$ cat config.mk
export PLATFORM = sky130hd
export DESIGN_NAME = md_coproc
export DESIGN_NICKNAME = d
export VERILOG_FILES = /design/src/rtl/md_pkg.sv /design/src/rtl/md_regfile.sv /design/src/rtl/md_divider.sv /design/src/rtl/md_multiplier.sv /design/src/rtl/md_sequencer.sv /design/src/rtl/md_coproc.sv
export SDC_FILE = /design/constraint.sdc
export NUM_CORES = 1
export LEC_CHECK = 0
export ABC_AREA = 1
export BUFFER_PORTS_ARGS = -buffer_cell sky130_fd_sc_hd__buf_2
export CORE_ASPECT_RATIO = 1.25
export CORE_MARGIN = 8
export CORE_UTILIZATION = 40
export CTS_CLUSTER_SIZE = 40
export DETAILED_ROUTE_END_ITERATION = 10
export PLACE_DENSITY = 0.67
export SYNTH_ARGS = -nofsm -noshare
export SYNTH_HDL_FRONTEND = slang
export SYNTH_SLANG_ARGS = --single-unit
$ cat constraint.sdc
create_clock -name clk -period 4.9 [get_ports clk]
set_clock_uncertainty 0.2 [all_clocks]
set_input_delay 0.245 -clock clk [delete_from_list [all_inputs] [get_ports clk]]
set_output_delay 0.245 -clock clk [all_outputs]
set_load 0.01 [all_outputs]
$ cat src/rtl/md_pkg.sv
package md_pkg;
  typedef enum logic [1:0] {
    OP_DIV32 = 2'b00,
    OP_DIV16 = 2'b01,
    OP_MUL   = 2'b10,
    OP_NONE  = 2'b11
  } md_op_e;

  localparam int STAT_BUSY_BIT = 0;
  localparam int STAT_ERR_BIT  = 1;
  localparam int STAT_FIN_BIT  = 6;

  function automatic int max3(input int a, input int b, input int c);
    int m;
    m = (a > b) ? a : b;
    return (m > c) ? m : c;
  endfunction
endpackage

$ cat src/rtl/md_regfile.sv
module md_regfile #(
  parameter int BYTE_W   = 8,
  parameter int NUM_REGS = 6,
  parameter int ADDR_W   = 3
) (
  input  logic                       clk,
  input  logic                       rst,
  input  logic                       wr_en,
  input  logic                       rd_en,
  input  logic [ADDR_W-1:0]          addr,
  input  logic [BYTE_W-1:0]          wdata,
  output logic [BYTE_W-1:0]          rdata,
  input  logic                       ld_en,
  input  logic [NUM_REGS*BYTE_W-1:0] ld_data,
  output logic [NUM_REGS*BYTE_W-1:0] regs_flat
);
  logic [BYTE_W-1:0] mem [NUM_REGS];
  logic              in_range;

  assign in_range = (addr < ADDR_W'(NUM_REGS));

  always_ff @(posedge clk) begin
    if (rst) begin
      for (int i = 0; i < NUM_REGS; i++) mem[i] <= '0;
    end else if (ld_en) begin
      for (int i = 0; i < NUM_REGS; i++) mem[i] <= ld_data[i*BYTE_W +: BYTE_W];
    end else if (wr_en && in_range) begin
      mem[addr] <= wdata;
    end
  end

  always_ff @(posedge clk) begin
    if (rst)         rdata <= '0;
    else if (rd_en)  rdata <= in_range ? mem[addr] : '0;
  end

  for (genvar g = 0; g < NUM_REGS; g++) begin : g_flat
    assign regs_flat[g*BYTE_W +: BYTE_W] = mem[g];
  end
endmodule

$ cat src/rtl/md_divider.sv
module md_divider #(
  parameter int OPW        = 16,
  parameter int RADIX_BITS = 2
) (
  input  logic             clk,
  input  logic             rst,
  input  logic             load,
  input  logic             step,
  input  logic             wide_i,
  input  logic [2*OPW-1:0] dividend,
  input  logic [OPW-1:0]   divisor,
  output logic [2*OPW-1:0] quot_o,
  output logic [OPW-1:0]   rem_o,
  output logic             dz_o
);
  logic [OPW-1:0]   rem_q, dv_q, dlo_q;
  logic [2*OPW-1:0] q_q;
  logic             wide_q;
  logic [3*OPW-1:0] nxt;

  function automatic logic [3*OPW-1:0] div_iter(input logic [OPW-1:0] r,
                                                input logic [2*OPW-1:0] q,
                                                input logic [OPW-1:0] d);
    logic [OPW:0]     t;
    logic [OPW-1:0]   rr;
    logic [2*OPW-1:0] qq;
    rr = r;
    qq = q;
    for (int i = 0; i < RADIX_BITS; i++) begin
      t  = {rr, qq[2*OPW-1]};
      qq = {qq[2*OPW-2:0], 1'b0};
      if (t >= {1'b0, d}) begin
        t     = t - {1'b0, d};
        qq[0] = 1'b1;
      end
      rr = t[OPW-1:0];
    end
    return {rr, qq};
  endfunction

  assign nxt = div_iter(rem_q, q_q, dv_q);

  always_ff @(posedge clk) begin
    if (rst) begin
      rem_q  <= '0;
      q_q    <= '0;
      dv_q   <= '0;
      dlo_q  <= '0;
      wide_q <= 1'b0;
    end else if (load) begin
      rem_q  <= '0;
      q_q    <= wide_i ? dividend : {dividend[OPW-1:0], {OPW{1'b0}}};
      dv_q   <= divisor;
      dlo_q  <= dividend[OPW-1:0];
      wide_q <= wide_i;
    end else if (step) begin
      rem_q <= nxt[3*OPW-1:2*OPW];
      q_q   <= nxt[2*OPW-1:0];
    end
  end

  assign dz_o = (dv_q == '0);

  always_comb begin
    if (dz_o) begin
      quot_o = wide_q ? {2*OPW{1'b1}} : {{OPW{1'b0}}, {OPW{1'b1}}};
      rem_o  = dlo_q;
    end else begin
      quot_o = wide_q ? q_q : {{OPW{1'b0}}, q_q[OPW-1:0]};
      rem_o  = rem_q;
    end
  end
endmodule

$ cat src/rtl/md_multiplier.sv
module md_multiplier #(
  parameter int OPW        = 16,
  parameter int RADIX_BITS = 2
) (
  input  logic             clk,
  input  logic             rst,
  input  logic             load,
  input  logic             step,
  input  logic [OPW-1:0]   mcand,
  input  logic [OPW-1:0]   mplier,
  output logic [2*OPW-1:0] prod_o
);
  logic [2*OPW-1:0] p_q;
  logic [OPW-1:0]   mc_q;

  function automatic logic [2*OPW-1:0] mul_iter(input logic [2*OPW-1:0] p,
                                                input logic [OPW-1:0] m);
    logic [OPW:0]     s;
    logic [2*OPW-1:0] pp;
    pp = p;
    for (int i = 0; i < RADIX_BITS; i++) begin
      s  = {1'b0, pp[2*OPW-1:OPW]} + (pp[0] ? {1'b0, m} : {(OPW+1){1'b0}});
      pp = {s, pp[OPW-1:1]};
    end
    return pp;
  endfunction

  always_ff @(posedge clk) begin
    if (rst) begin
      p_q  <= '0;
      mc_q <= '0;
    end else if (load) begin
      p_q  <= {{OPW{1'b0}}, mplier};
      mc_q <= mcand;
    end else if (step) begin
      p_q <= mul_iter(p_q, mc_q);
    end
  end

  assign prod_o = p_q;
endmodule

$ cat src/rtl/md_sequencer.sv
module md_sequencer
  import md_pkg::*;
#(
  parameter int OPW        = 16,
  parameter int RADIX_BITS = 2,
  parameter int CYC_DIV32  = 17,
  parameter int CYC_DIV16  = 9,
  parameter int CYC_MUL    = 11
) (
  input  logic       clk,
  input  logic       rst,
  input  logic       start,
  input  logic [1:0] op,
  input  logic       div_zero,
  input  logic       rd_last,
  output logic       load,
  output logic       step,
  output logic       done,
  output md_op_e     cur_op,
  output logic       busy,
  output logic       fin,
  output logic       err,
  output logic       pending
);
  localparam int MAXC   = max3(CYC_DIV32, CYC_DIV16, CYC_MUL);
  localparam int CNT_W  = $clog2(MAXC + 1);
  localparam int STEP_W = (2 * OPW) / RADIX_BITS;
  localparam int STEP_N = OPW / RADIX_BITS;

  logic [CNT_W-1:0] cnt;
  logic [CNT_W-1:0] last_cnt, step_lim;

  always_comb begin
    unique case (cur_op)
      OP_DIV32: begin last_cnt = CNT_W'(CYC_DIV32 - 1); step_lim = CNT_W'(STEP_W); end
      OP_DIV16: begin last_cnt = CNT_W'(CYC_DIV16 - 1); step_lim = CNT_W'(STEP_N); end
      default:  begin last_cnt = CNT_W'(CYC_MUL - 1);   step_lim = CNT_W'(STEP_N); end
    endcase
  end

  assign load = start && !busy && (op != OP_NONE);
  assign done = busy && (cnt == last_cnt);
  assign step = busy && (cnt < step_lim);

  always_ff @(posedge clk) begin
    if (rst) begin
      busy    <= 1'b0;
      cnt     <= '0;
      fin     <= 1'b1;
      err     <= 1'b0;
      pending <= 1'b0;
      cur_op  <= OP_DIV32;
    end else if (load) begin
      busy    <= 1'b1;
      cnt     <= '0;
      fin     <= 1'b0;
      err     <= 1'b0;
      pending <= 1'b0;
      cur_op  <= md_op_e'(op);
    end else if (busy) begin
      if (done) begin
        busy    <= 1'b0;
        fin     <= 1'b1;
        pending <= 1'b1;
        err     <= div_zero && (cur_op != OP_MUL);
      end else begin
        cnt <= cnt + 1'b1;
      end
    end else if (rd_last && pending) begin
      pending <= 1'b0;
    end
  end
endmodule

$ cat src/rtl/md_coproc.sv
module md_coproc
  import md_pkg::*;
#(
  parameter int BYTE_W     = 8,
  parameter int RADIX_BITS = 2,
  parameter int CYC_DIV32  = 17,
  parameter int CYC_DIV16  = 9,
  parameter int CYC_MUL    = 11
) (
  input  logic              clk,
  input  logic              rst,
  input  logic              bus_wr,
  input  logic              bus_rd,
  input  logic [2:0]        bus_addr,
  input  logic [BYTE_W-1:0] bus_wdata,
  output logic [BYTE_W-1:0] bus_rdata,
  input  logic              start,
  input  logic [1:0]        op,
  output logic              busy,
  output logic [7:0]        status,
  output logic              readout_pending
);
  localparam int NUM_REGS = 6;
  localparam int ADDR_W   = 3;
  localparam int OPW      = 2 * BYTE_W;
  localparam int FLAT_W   = NUM_REGS * BYTE_W;
  localparam logic [ADDR_W-1:0] LAST_DIV = ADDR_W'(5);
  localparam logic [ADDR_W-1:0] LAST_MUL = ADDR_W'(3);

  logic [FLAT_W-1:0] regs_flat, ld_data;
  logic              load, step, done, fin, err, dz, rd_last;
  md_op_e            cur_op;
  logic [2*OPW-1:0]  quot, prod;
  logic [OPW-1:0]    rem;

  assign rd_last = bus_rd && (bus_addr == ((cur_op == OP_MUL) ? LAST_MUL : LAST_DIV));

  md_sequencer #(
    .OPW(OPW), .RADIX_BITS(RADIX_BITS),
    .CYC_DIV32(CYC_DIV32), .CYC_DIV16(CYC_DIV16), .CYC_MUL(CYC_MUL)
  ) u_seq (
    .clk(clk), .rst(rst), .start(start), .op(op), .div_zero(dz), .rd_last(rd_last),
    .load(load), .step(step), .done(done), .cur_op(cur_op), .busy(busy),
    .fin(fin), .err(err), .pending(readout_pending)
  );

  md_divider #(.OPW(OPW), .RADIX_BITS(RADIX_BITS)) u_div (
    .clk(clk), .rst(rst), .load(load), .step(step),
    .wide_i(op == OP_DIV32),
    .dividend(regs_flat[2*OPW-1:0]),
    .divisor(regs_flat[FLAT_W-1 -: OPW]),
    .quot_o(quot), .rem_o(rem), .dz_o(dz)
  );

  md_multiplier #(.OPW(OPW), .RADIX_BITS(RADIX_BITS)) u_mul (
    .clk(clk), .rst(rst), .load(load), .step(step),
    .mcand(regs_flat[OPW-1:0]),
    .mplier(regs_flat[FLAT_W-1 -: OPW]),
    .prod_o(prod)
  );

  assign ld_data = (cur_op == OP_MUL) ? {{OPW{1'b0}}, prod} : {rem, quot};

  md_regfile #(.BYTE_W(BYTE_W), .NUM_REGS(NUM_REGS), .ADDR_W(ADDR_W)) u_rf (
    .clk(clk), .rst(rst), .wr_en(bus_wr && !busy), .rd_en(bus_rd),
    .addr(bus_addr), .wdata(bus_wdata), .rdata(bus_rdata),
    .ld_en(done), .ld_data(ld_data), .regs_flat(regs_flat)
  );

  always_comb begin
    status                = '0;
    status[STAT_FIN_BIT]  = fin;
    status[STAT_ERR_BIT]  = err;
    status[STAT_BUSY_BIT] = busy;
  end
endmodule

Word level (Yosys, flattened, before mapping)
Memories as Yosys holds them, arrays and structs flattened. Index checks and enable logic that the tools add are counted.

Multipliers: 0. Reduce and logical (&&, ||, !) cells: 23. Add/subtract/negate cells: 5. Equality and inequality tests: 7. Div/mod/pow operators: 0. $lt $le $gt $ge: 4. Mux-type cells: 46. Bitwise operators: 7. Shifts and indexed selects: 0.

Operator list (count): 32-bit 2-to-1 mux (6); 16-bit 2-to-1 mux (7); 8-bit 2-to-1 mux (8); 48-bit 2-to-1 mux (1); 16-bit by 16-bit adder with 17-bit output (2); 17-bit by 16-bit >= comparator with 1-bit output (2); 16-bit subtractor (2); 1-bit 2-to-1 mux (20); 16-bit logical NOT (1); 5-bit case mux with 2 select lines (1); 1-bit logical AND (9); 2-bit AND reduction (4); 2-bit nonzero test (4); 8-bit OR reduction (1); 3-bit 2-to-1 mux (2); 2-bit != test (second input constant) (3); 1-bit bitwise OR (6); 5-bit by 1-bit adder with 5-bit output (second input constant) (1); 5-bit == test (1); 5-bit < comparator (1); 5-bit 2-to-1 mux (1); 2-bit logical NOT (2); 3-bit == test (1); 3-bit < comparator (second input constant) (1); 5 further kinds (5).

Register bits: 132. Logic and storage cells: 107. Bits in latches: 0. Bits in writable memories: 48. Input bits: 18. Memory bits (read-only): 0. Memories: 1.

Memory list: u_rf.mem (depth 6, width 8, rd ports 7, clocked after memory_dff 0, wr ports 6, RTL line md_regfile.sv:17) `logic [BYTE_W-1:0] mem [NUM_REGS];`.

Depth between registers and ports, before layout
Depth after elaboration: 9. Depth in mapped cells: 30.

Cells and area by module
Synthesis repeated with hierarchy kept, for this count alone.

Cells, all modules: 2144. Area, all modules: 14106.0 um^2.

Modules (own cells, without submodules): md_divider (area an instance 5982.0 um^2, instances 1, cells each 951, sequential area each 1621.6 um^2); md_multiplier (area an instance 3797.4 um^2, instances 1, cells each 614, sequential area each 960.9 um^2); md_regfile (area an instance 2992.9 um^2, instances 1, cells each 337, sequential area each 1601.5 um^2); md_coproc (area an instance 691.9 um^2, instances 1, cells each 160, sequential area each 0.0 um^2); md_sequencer (area an instance 641.9 um^2, instances 1, cells each 82, sequential area each 220.2 um^2).

Least setup slack after synthesis
Ideal clock, no wire load.

Kind: reg2reg. Start: register u_mul.p_q[0] (netlist: u_mul.prod_o[0]). End: register u_mul.p_q[29] (netlist: u_mul.prod_o[29]). Path buffers: 2. Setup time: 0.116 ns. Cell stages (with the launch flop): 22. Arrival: 3.348 ns. Clock period less this slack: 3.664 ns. Path slack: 1.236 ns. Cell sequence: dfxtp_1 -> clkbuf_1 -> clkbuf_1 -> nand2_1 -> inv_1 -> ha_1 -> a21oi_1 -> o21a_1 -> nand2_1 -> a21boi_0 -> o21ai_0 -> xor2_1 -> ha_1 -> inv_1 -> nor3_1 -> nand3_1 -> nand3_1 -> nand3_1 -> a21boi_0 -> o21ai_0 -> o211ai_1 -> inv_1.

Cells in the longest elaborated chain, start to end: 3.

Ends and longest elaborated chain: start: declaration (RTL line md_multiplier.sv:13) `logic [2*OPW-1:0] p_q;`; start signal: assignment (RTL line md_multiplier.sv:33) `p_q <= {{OPW{1'b0}}, mplier};`; start signal: assignment (RTL line md_multiplier.sv:36) `p_q <= mul_iter(p_q, mc_q);`; 16-bit 2-to-1 mux (RTL line md_multiplier.sv:22) `s = {1'b0, pp[2*OPW-1:OPW]} + (pp[0] ? {1'b0, m} : {(OPW+1){1'b0}});`; 16-bit by 16-bit adder with 17-bit output (2 in a row) (RTL line md_multiplier.sv:22).

No other way between the ends. A chain may end at the register's enable or synchronous reset.

Worst setup path after layout
Start: register u_div.rem_q[3]. End: register u_div.rem_q[6].

Cells in the longest elaborated chain, start to end: 4. Elaborated cells between the ends (all ways): 6. Classes of those cells: 2 x add/sub; 2 x order compare; 2 x mux.

Ends and longest elaborated chain: start: declaration (RTL line md_divider.sv:16) `logic [OPW-1:0] rem_q, dv_q, dlo_q;`; start signal: assignment (RTL line md_divider.sv:57) `rem_q <= nxt[3*OPW-1:2*OPW];`; 16-bit subtractor / 17-bit by 16-bit >= comparator with 1-bit output (equally long branches) (RTL line md_divider.sv:33, md_divider.sv:32); 16-bit 2-to-1 mux * (RTL line md_divider.sv:32) `if (t >= {1'b0, d}) begin`; 16-bit subtractor / 17-bit by 16-bit >= comparator with 1-bit output (equally long branches) (RTL line md_divider.sv:33, md_divider.sv:32); 16-bit 2-to-1 mux * (RTL line md_divider.sv:32).

Every way passes the cells marked *; elsewhere a longest branch is shown, timed or not.

==> reports/metrics.yaml <==
cts_made_buffers: 17
synth_ff_type: "dfxtp_1"
diodes: 0
final_hold_viol_count: 0
antenna_found_initial: 1
clk_pin_slew_ns: 0.07
cts_sinks: 180
grt_pass1_vias: 11300
ioPinCount: 36
rows: 71
critPathMostFrequentCell: "nand2_1"
synthCells: 1679
grt_usage_pct: 22.3
tns_ns: 0
wl_um: 40600
async_flop_share_pct: 0
synth_area_um2: 12100
first_iter_violations: 1263
synth_compound_area_share_pct: 21.9
final_common_cell: "nand2_1"
cp_slowest_stage_delay_ns: 0.50
chipHeight_um: 210
finalCriticalPeriod_ns: 4.46
final_cell_mix: "385 x nand2_1, 221 x inv_1, 156 x o21ai_0"
multi_input_area_um2: 6730
yosys_warnings: 0
die_x_um: 171
synth_seq_cells: 180
status: "complete, no violations"
drive_gt1_share_pct: 9.46
rsz0062_at_grt: "false"
clock_latency_ns: 0.45
clk_path_buf_depth: 2
grt_pass1_wl_um: 62500
ys_types: 56
port-buffer-count: 30
slew_headroom_pct: 26.3
worstMarginPinSlew_ns: 1.10
dieArea_um2: 36100
cts_tree: "built"
reg2reg_slack_ns: 0.44
muxShareOfSynthArea_pct: 0
start_kind: "flip-flop"
finalSetupViolations: 0
wl_per_cell_um: 19.5
initial_core_util_pct: 40.4
arrival_ns: 4.63
crit_slowest_cell: "dfxtp_1"
vias_per_cell: 5.72
synth.top_cell.area_share_pct: 21.9
synth_area_per_cell_um2: 7.20
fmax_mhz: 224
grt_max_degree: 56
register_area_um2: 4080
cts_setup_buffers: 0
root_buffer: "clkbuf_16"
yosys.area_share.xor_xnor_pct: 2.90
drc_errors: 0
fillers: 3052
ant_nets: 0
synth_area_leaders: "dfxtp_1 22%, nand2_1 12%, edfxtp_1 12%, ha_1 6.9%, inv_1 6.9%"
num_vias: 11900
worstSetupEndpointType: "flip-flop"
first_pass_iters: 6
fin_crit_sh_pct: 91.0
cts_max_level: 4
overflow: 0
criticalPathCategory: "reg -> reg"
gp_congestion: 0.985
crit_fanout: 30
area_growth_pct: 8.07
path_cells: "ha_1 > nand2_1 > nor2_2 > nand3_1 > nor2_1 > nor2_2 > nand2_8 > o21ai_1 > inv_1 > ha_1 > a21oi_1 > o21a_1 > nand2_1 > nand2_1 > nand2_1 > nand2_4 > nand4_4 > nand2_1 > nand3_1 > a21oi_1"
hpwl_um: 29900
nets: 1756
synth_edf_count: 48
timing.critical_path.required_ns: 5.07
ys_seq_area_share_pct: 33.8
synth-adder-area-share_pct: 7.60
fin_hold_ws_ns: 0.0456
hp-class: "in -> reg"
synth_area_leader_cell: "dfxtp_1"
drv_slew: 0
drv_cap: 0
synth_top_family_by_area: "simple AND/OR/NAND/NOR gates"
synthSimpleGateAreaFrac_pct: 23.0
core_area_um2: 29900
final timing paths:
kind                                from                           to  cells after the start
min reg2reg       u_seq.fin$_SDFFE_PP1P_       u_seq.fin$_SDFFE_PP1P_                      2
max          u_div.rem_q[3]$_SDFFE_PP0P_  u_div.rem_q[6]$_SDFFE_PP0P_                     20
min                          bus_addr[2]   u_seq.pending$_SDFFE_PP0P_                      3
max reg2reg  u_div.rem_q[3]$_SDFFE_PP0P_  u_div.rem_q[6]$_SDFFE_PP0P_                     20
state kept, by name (all words and copies together), names as in the netlist, 2 cells and up:
name / flops
u_seq.cnt: 5
u_div.q_q: 32
u_rf.rdata: 8
u_mul.prod_o: 32
u_rf.mem: 48
u_div.dlo_q: 16
u_div.rem_q: 16
u_seq.cur_op: 2
u_div.dv_q: 16
metal layers:
layer / global-route usage (%) / vias to the layer above / wire [um]
li1: - / 5630 / -
met1: 26.4 / 5546 / 15500
met2: 37.7 / 597 / 19400
met3: 3.50 / 137 / 3350
met4: 12.9 / 0 / 2400
met5: 0 / - / 0
metrics by stage:
stage | util, % | instance area (um^2) | instances | worst slack [ns]
detailed placement | 41.6 | 12500 | 2046 | 0.485
CTS | 43.6 | 13100 | 2081 | 0.422
global route | 43.6 | 13100 | 2081 | 0.0297
finish | 43.6 | 13100 | 2081 | 0.439
floorplan | - | 12100 | 1683 | 1.24
global placement | 41.6 | 12500 | 2046 | 0.539
synth_stat cells, types with 3 or more instances:
cell      count
nand2_1     385
inv_1       221
o21ai_0     156
dfxtp_1     132
nor2_1       98
a21oi_1      88
o22ai_1      78
ha_1         67
clkbuf_1     58
edfxtp_1     48
nand3_1      46
a31oi_1      34
nor3_1       23
nand3_2      22
xnor2_1      22
xor2_1       18
a221oi_1     17
nand2_2      13
o211ai_1     13
nand4_1      12
o21a_1       12
buf_4        11
inv_2        11
a41oi_1       9
a21oi_2       8
buf_2         6
o21ai_1       6
o21ai_2       6
nand2_4       5
a22o_1        4
buf_1         4
fa_1          4
nand3b_1      4
nor2_2        4
a21boi_0      3
a21o_1        3
or2_2         3
final cells by class:
cell class,count,area share (%)
clock inverter,11,0.565
sequential,180,31.3
timing repair buffer,49,2.30
tap,401,3.84
clock buffer,21,3.70
inverter,235,6.79
multi-input combinational,1184,51.5
logic make-up (layout without fill, tap and decap cells):
| family | after synthesis | in the layout |
|---|---|---|
| AOI/OAI and AO/OA | 445 | 445 |
| other | 1 | 5 |
| DFF | 180 | 180 |
| buffers and inverters | 319 | 316 |
| adders and majority gates | 71 | 71 |
| xor gates and xnor gates | 40 | 40 |
| and+or+nand+nor | 623 | 623 |
timing repair:
item                       CTS  global route
setup endpoints to repair    0            16
hold buffers                 3             0
gates resized for setup      0             1
hold endpoints to repair     3             0
critical path, delay by kind of cell (launching register included):
family	cells	cell delay [ns]
simple gates	13	2.06
compound gates	4	0.84
fa+ha+maj	2	0.69
flops	1	0.50
buf+inv	1	0.07
Power is not shown: default switching activity piles up to over one toggle a cycle in this logic, so the estimate is an artifact.
